<file path="config.mk">
export PLATFORM = sky130hd
export DESIGN_NAME = sercfg_mem
export DESIGN_NICKNAME = d
export VERILOG_FILES = /design/src/rtl/sercfg_pkg.sv /design/src/rtl/sercfg_pin_ctl.sv /design/src/rtl/sercfg_addr_ctr.sv /design/src/rtl/sercfg_array.sv /design/src/rtl/sercfg_mem.sv
export SDC_FILE = /design/constraint.sdc
export NUM_CORES = 2
export LEC_CHECK = 0
export ABC_AREA = 1
export CORE_MARGIN = 2
export CORE_UTILIZATION = 40
export DETAILED_ROUTE_END_ITERATION = 16
export PLACE_DENSITY_LB_ADDON = 0.08
export SYNTH_ARGS = -nofsm -noshare
export SYNTH_HDL_FRONTEND = slang
export SYNTH_HIERARCHICAL = 1
export SYNTH_SLANG_ARGS = --single-unit
</file>
<file path="constraint.sdc">
create_clock -name clk -period 2.46 [get_ports clk]
set_input_delay 0.246 -clock clk [delete_from_list [all_inputs] [get_ports clk]]
set_output_delay 0.246 -clock clk [all_outputs]
set_load 0.05 [all_outputs]
</file>
<file path="src/rtl/sercfg_pkg.sv">
package sercfg_pkg;

  // decoded pin state shared between the pin decoder and the counter
  typedef struct packed {
    logic clr;   // counter clear (reset/OE at its active level)
    logic adv;   // selected, not cleared, read mode
    logic prog;  // programming mode
  } sercfg_ctl_t;

endpackage

</file>
<file path="src/rtl/sercfg_pin_ctl.sv">
module sercfg_pin_ctl #(
  parameter bit POL_INIT = 1'b1
) (
  input  logic                     clk,
  input  logic                     rst,
  input  logic                     ce_n_i,
  input  logic                     rst_oe_i,
  input  logic                     ser_en_i,
  input  logic                     pol_we_i,
  input  logic                     prog_bit_i,
  output sercfg_pkg::sercfg_ctl_t  ctl_o
);

  logic pol_q;

  // stored polarity of the reset/OE pin, writable only while programming
  always_ff @(posedge clk) begin
    if (rst) begin
      pol_q <= POL_INIT;
    end else if (!ser_en_i && pol_we_i) begin
      pol_q <= prog_bit_i;
    end
  end

  always_comb begin
    ctl_o.clr  = (rst_oe_i == pol_q);
    ctl_o.prog = !ser_en_i;
    ctl_o.adv  = !ce_n_i && !ctl_o.clr && ser_en_i;
  end

endmodule

</file>
<file path="src/rtl/sercfg_addr_ctr.sv">
module sercfg_addr_ctr #(
  parameter int DEPTH = 1024,
  localparam int AW = (DEPTH > 1) ? $clog2(DEPTH) : 1
) (
  input  logic          clk,
  input  logic          rst,
  input  logic          clr_i,
  input  logic          adv_i,
  output logic [AW-1:0] addr_q,
  output logic [AW-1:0] addr_n,
  output logic          passed_q
);

  localparam logic [AW-1:0] LAST = AW'(DEPTH - 1);

  logic passed_n;

  always_comb begin
    addr_n   = addr_q;
    passed_n = passed_q;
    if (clr_i) begin
      addr_n   = '0;
      passed_n = 1'b0;
    end else if (adv_i && !passed_q) begin
      if (addr_q == LAST) begin
        passed_n = 1'b1;           // saturate on the last word
      end else begin
        addr_n = addr_q + 1'b1;
      end
    end
  end

  always_ff @(posedge clk) begin
    if (rst) begin
      addr_q   <= '0;
      passed_q <= 1'b0;
    end else begin
      addr_q   <= addr_n;
      passed_q <= passed_n;
    end
  end

  assert_hold_idle_R4: assert property (@(posedge clk) disable iff (rst)
    (!clr_i && !adv_i) |=> ($stable(addr_q) && $stable(passed_q)));

  assert_clear_R5: assert property (@(posedge clk) disable iff (rst)
    clr_i |=> (addr_q == '0 && !passed_q));

  assert_saturate_R8: assert property (@(posedge clk) disable iff (rst)
    (passed_q && !clr_i) |=> (passed_q && addr_q == LAST));

endmodule

</file>
<file path="src/rtl/sercfg_array.sv">
module sercfg_array #(
  parameter int DEPTH = 1024,
  localparam int AW = (DEPTH > 1) ? $clog2(DEPTH) : 1
) (
  input  logic          clk,
  input  logic          we_i,
  input  logic [AW-1:0] waddr_i,
  input  logic          wbit_i,
  input  logic [AW-1:0] raddr_i,
  output logic          rbit_o
);

  logic mem [DEPTH];

  // single write port, registered read: maps onto a block RAM
  always_ff @(posedge clk) begin
    if (we_i && (int'(waddr_i) < DEPTH)) begin
      mem[waddr_i] <= wbit_i;
    end
    rbit_o <= mem[raddr_i];
  end

endmodule

</file>
<file path="src/rtl/sercfg_mem.sv">
module sercfg_mem #(
  parameter int DEPTH    = 1024,
  parameter bit POL_INIT = 1'b1,
  localparam int AW = (DEPTH > 1) ? $clog2(DEPTH) : 1
) (
  input  logic          clk,
  input  logic          rst,
  input  logic          ce_n_i,
  input  logic          rst_oe_i,
  input  logic          ser_en_i,
  input  logic          prog_we_i,
  input  logic          pol_we_i,
  input  logic [AW-1:0] prog_addr_i,
  input  logic          prog_bit_i,
  output logic          data_o,
  output logic          data_en_o,
  output logic          ceo_n_o
);

  localparam logic [AW-1:0] LAST = AW'(DEPTH - 1);

  sercfg_pkg::sercfg_ctl_t ctl;
  logic [AW-1:0] addr_q;
  logic [AW-1:0] addr_n;
  logic          passed_q;
  logic          rbit;

  sercfg_pin_ctl #(.POL_INIT(POL_INIT)) u_pin_ctl (
    .clk        (clk),
    .rst        (rst),
    .ce_n_i     (ce_n_i),
    .rst_oe_i   (rst_oe_i),
    .ser_en_i   (ser_en_i),
    .pol_we_i   (pol_we_i),
    .prog_bit_i (prog_bit_i),
    .ctl_o      (ctl)
  );

  sercfg_addr_ctr #(.DEPTH(DEPTH)) u_addr_ctr (
    .clk      (clk),
    .rst      (rst),
    .clr_i    (ctl.clr),
    .adv_i    (ctl.adv),
    .addr_q   (addr_q),
    .addr_n   (addr_n),
    .passed_q (passed_q)
  );

  // read address follows the next counter value, so data_o always
  // holds the word at the current address one edge later
  sercfg_array #(.DEPTH(DEPTH)) u_array (
    .clk     (clk),
    .we_i    (ctl.prog && prog_we_i),
    .waddr_i (prog_addr_i),
    .wbit_i  (prog_bit_i),
    .raddr_i (addr_n),
    .rbit_o  (rbit)
  );

  assign data_o    = rbit;
  assign data_en_o = ctl.adv && !passed_q;
  assign ceo_n_o   = !passed_q;

  assert_handoff_last_R2: assert property (@(posedge clk) disable iff (rst)
    $rose(passed_q) |-> ($past(addr_q) == LAST));

  assert_standby_quiet_R4: assert property (@(posedge clk) disable iff (rst)
    ce_n_i |-> !data_en_o);

  assert_prog_quiet_R7: assert property (@(posedge clk) disable iff (rst)
    !ser_en_i |-> !data_en_o);

  assert_cascade_excl_R2: assert property (@(posedge clk) disable iff (rst)
    !ceo_n_o |-> !data_en_o);

endmodule

</file>
# After elaboration in Yosys (flattened, before gate mapping)
# Memories as Yosys holds them, arrays and structs flattened. A register that Yosys moved wholly into a read port is not among the register bits.
# Cells that the tools add are included.
totals:
  out_inout_bits: 3
  latch_bits: 0
  romBits: 0
  memories: 1
  ram_bits: 1024
  ff_bits: 12
  input_bits: 18
op_classes:
  n_shift: 0
  div_mod_pow: 0
  mul: 0
  n_reduce_logical: 11
  n_lt_le_gt_ge: 0
  add_sub_neg: 1
  bitwise: 0
  muxes: 5
  n_eq_ne: 2
memory_table:
  columns: ["name", "depth", "width", "rd", "rd_clocked_by_memory_dff", "wr", "line", "text"]
  rows:
  - ["u_array.mem", 1024, 1, 1, 1, 1, "sercfg_array.sv:13", "logic mem [DEPTH];"]
ops:
  columns: ["operator", "count"]
  rows:
  - ["10-bit 2-to-1 mux", 3]
  - ["10-bit by 1-bit adder with 10-bit output (second input constant)", 1]
  - ["10-bit equality test (second input constant)", 1]
  - ["1-bit logical AND", 5]
  - ["1-bit logical NOT", 4]
  - ["1-bit 2-to-1 mux", 2]
  - ["2-bit AND reduction", 1]
  - ["2-bit OR reduction", 1]
  - ["1-bit equality test", 1]

# Depth between registers and ports, before layout
depth:
  word_depth: 7
  depth_mapped: 26
  ltp_nobuf: 23

# Hierarchy
# The synthesis kept the hierarchy.
modules_own_cells:
  columns: ["mod", "area_per_inst_um2", "cells_per_inst", "n_inst"]
  rows:
  - ["sercfg_array", 46392.0, 4679, 1]
  - ["sercfg_addr_ctr", 704.4, 109, 1]
  - ["sercfg_pin_ctl", 76.3, 14, 1]
  - ["sercfg_mem", 21.3, 5, 1]

# Worst setup path after synthesis
# Ideal clock, no wire load.
synth_timing:
  kind: "register to register"
  from: "register u_addr_ctr.addr_q[0]"
  to: "register u_array.rbit_o (read register of u_array.mem)"
  setup_ns: 0.113
  path_stages_with_launch: 25
  t_arrival_ns: 2.434
  path_buffers: 4
  required_ns: 2.347
  slack_ns: -0.087
  path_cell_list: "dfxtp_1 -> ha_1 -> inv_1 -> nor2_4 -> nand3_2 -> buf_6 -> nand2_1 -> nand2_1 -> nand3_1 -> inv_1 -> buf_2 -> inv_2 -> buf_2 -> buf_2 -> nand3_1 -> nand3_1 -> nand3_1 -> nand3_1 -> nand3_1 -> nand3_1 -> nand2_1 -> nand2_1 -> nand3_1 -> nand3_1 -> nand2_1"
synth_via:
  elab_chain_len: 4
  word_cells_on_any_way: 5
synth_lines:
  columns: ["item", "line", "text"]
  rows:
  - ["start, declared", "sercfg_addr_ctr.sv:9", "output logic [AW-1:0] addr_q,"]
  - ["start signal, assigned", "sercfg_addr_ctr.sv:38", "addr_q <= addr_n;"]
  - ["10-bit by 1-bit adder with 10-bit output or 10-bit equality test (tied branches)", "sercfg_addr_ctr.sv:28, sercfg_addr_ctr.sv:25", null]
  - ["10-bit 2-to-1 mux (*)", "sercfg_addr_ctr.sv:25", "if (addr_q == LAST) begin"]
  - ["10-bit 2-to-1 mux (*)", "sercfg_addr_ctr.sv:24", "end else if (adv_i && !passed_q) begin"]
  - ["10-bit 2-to-1 mux (*)", "sercfg_addr_ctr.sv:21", "if (clr_i) begin"]
  - ["net addr_n[1]", "sercfg_mem.sv:24", "logic [AW-1:0] addr_n;"]
  - ["end, declared", "sercfg_array.sv:10", "output logic rbit_o"]
# The timed path passes the listed nets; every way through them passes the cells marked *.
# A chain may end at the register's enable or synchronous reset.

# Worst setup path after layout
# Ends and elaborated chain as after synthesis.

==> qor.csv <==
metric;value;unit
outcome;finished, violations left;
violations;setup timing;
drv_slew;0;
grt_setup_unrepaired;true;
dieArea;121000;sq um
h-tree-depth;3;
synth_cells;4807;
cts_buffers;114;
nets;5010;
synth_seq_cells;1037;
yosysWarnings;6;
insertion_delay;0.71;ns
grt_start_max_net_pins;159;
gp_congestion;0.844;
grt_pass1_vias;34702;
relSlewSlack;51.8;%
antenna_found_initial;5;
hp-class;in -> reg;
dr.pass1.iters;5;
skew;0.0271;ns
coreArea;118000;sq um
max-cap-violations;0;
final_cell_mix;1098 x nand2_1, 1058 x nor2_1, 1024 x edfxtp_1;
crit_required;3.12;ns
ir_worst_vdd;0.540;mV
vias;36696;
nFillCells;10970;
power_density;686;nW/um^2
placed_cell_area;52000;sq um
synthDistinctLibCells;31;
postSynthAreaPerCell;9.82;sq um
synth_fp_nets;4826;
min_period;2.96;ns
yosysSeqAreaShare;65.7;%
drtAntennaViolNets;0;
routed_via_density;5.54;
fin_ws;-0.502;ns
hold_viol_final;0;
synthesis.area;47200;sq um
final_util;49.3;%
yosys.area.top_type;edfxtp_1;
clk_pin_slew;0.06;ns
die_h;347;um
clock-sinks;1037;
drc_errors;0;
timing.setup.tns;-0.502;ns
cts_tree;built;
drt-initial-drc-count;4129;
rows;126;
max_freq;0.338;GHz
grt_pass1_wl;241;mm
overflow;0;
drive_gt1_share;15.0;%
crit_fanout;18;
port_buffers;20;
die_w;347;um
path_class;reg -> reg;
worstMarginPinSlew;0.723;ns
cp-end-kind;flop;
power_leakage;0.0200;uW
final_common_cell;nand2_1;
dp_hpwl;93.6;mm
clock_path_buffers;3;
synth.area.top_cells;edfxtp_1 65%, nand3_1 11%, nand2_1 9.0%;
fin_area;58000;sq um
syn2layout_area_growth;22.9;%
grtUsageTotal;27.2;%
wire_per_inst;25.5;um
drt_wl_total;169;mm
start_util;40.1;%
fin_crit_sh;120;%
final-setup-viol-count;1;
clock-root-buffer;clkbuf_16;
worstPathArrival;3.62;ns
boundaryPins;21;
start_kind;flop;
yosysTopAreaCellShare;65.2;%
-- kinds of logic after synthesis --
family	share of synthesized area (%)
fa+ha+maj	0.0265
simple gates	29.0
compound gates	0.0212
xor+xnor	0.0902
buf+inv	5.11
flops	65.7
-- state kept, by name (all words and copies together), names as in the netlist --
signal,cells
u_addr_ctr/addr_q,10
u_addr_ctr/passed_q,1
u_array/mem,1024
u_array/rbit_o,1
u_pin_ctl/pol_q,1
-- power by group --
group	leakage [uW]	switching (uW)	internal [uW]
combinational	0.00893	2260	1290
clock	0.00175	7180	9660
sequential	0.00931	8.54	19400
total	0.0200	9450	30400
-- critical path, cell delays in order (launching register included) --
cell and delay [ns]:
dfxtp_2 0.35, ha_4 0.15, inv_2 0.05, nor2_4 0.14, nand3_4 0.12, buf_4 0.15, buf_4 0.14, nand2_2 0.07
xor2_2 0.23, nor2_4 0.11, buf_6 0.13, inv_2 0.11, buf_12 0.23, nand3_1 0.25, nand3_2 0.17, nand3_4 0.13
nand2_2 0.10, nand2_1 0.05, nand3_1 0.10, nand3_2 0.08, nand2_1 0.05
-- path summary, 6_finish.rpt --
kind	slack, ns	depth (start not counted)	end	start
worst max-delay path	-0.50	20	u_array/rbit_o	u_addr_ctr/addr_q[0]
worst min-delay path	0.21	4	u_pin_ctl/pol_q	pol_we_i
worst max register to register	-0.50	20	u_array/rbit_o	u_addr_ctr/addr_q[0]
worst min register to register	0.51	2	u_pin_ctl/pol_q	u_pin_ctl/pol_q
-- Yosys cell counts --
cell / instances
xnor2_1: 1
nand2_2: 2
inv_6: 1
xor2_1: 2
or2_0: 1
inv_1: 69
nand2_1: 1129
nand3_2: 1
inv_2: 4
clkinv_1: 1
xor2_2: 1
nor2_4: 2
buf_8: 1
or2_2: 1
a21oi_1: 1
buf_6: 51
buf_4: 7
o21ai_0: 1
nor2_2: 2
edfxtp_1: 1024
nand3_1: 1037
nand3b_1: 1
nor3_2: 3
buf_1: 35
nor3_1: 23
nand4_1: 12
clkbuf_1: 196
nor2_1: 1061
dfxtp_1: 13
ha_1: 1
buf_2: 123
-- area by class of cell --
type | instances | area [sq um] | share of cell area [%]
repair buffers | 475 | 6580 | 11.3
multi-input cells | 3282 | 14400 | 24.9
diodes | 1 | 2.50 | 0.00431
repair inverters | 6 | 101 | 0.175
inverters | 75 | 380 | 0.656
clock buffers | 144 | 3030 | 5.22
well taps | 1536 | 1920 | 3.31
flip-flops and latches | 1037 | 31000 | 53.5
clock inverters | 67 | 556 | 0.957
-- layer usage --
| metal | track usage (%) | vias to the layer above | wire [um] |
|---|---|---|---|
| met3 | 2.97 | 239 | 11400 |
| met4 | 7.58 | 0 | 4540 |
| met5 | 0 | - | 0 |
| li1 | - | 16642 | - |
| met1 | 38.6 | 18492 | 73500 |
| met2 | 44.3 | 1323 | 79200 |
-- through the flow --
| stage | hold slack (ns) | power [uW] | instances | setup slack, ns |
|---|---|---|---|---|
| 2_1_floorplan | 0.311 | 21300 | 4807 | 0.00271 |
| 3_3_place_gp | 0.473 | 22700 | 6335 | -1.37 |
| 3_5_place_dp | 0.515 | 22700 | 6335 | -1.38 |
| 4_1_cts | 0.154 | 39900 | 6595 | -0.479 |
| 5_1_grt | 0.240 | 40900 | 6622 | -0.633 |
| 6_report | 0.214 | 39800 | 6623 | -0.502 |
-- repair_timing --
| item | 4_1_cts | 5_1_grt |
|---|---|---|
| cloned | 26 | 21 |
| hold endpoints to repair | 26 | 0 |
| pin swaps | 21 | 23 |
| resized for setup | 146 | 64 |
| setup endpoints to repair | 1 | 1 |
| buffers inserted | 22 | 8 |
| hold buffers | 1 | 0 |
Power figures use the tool's default switching activity.
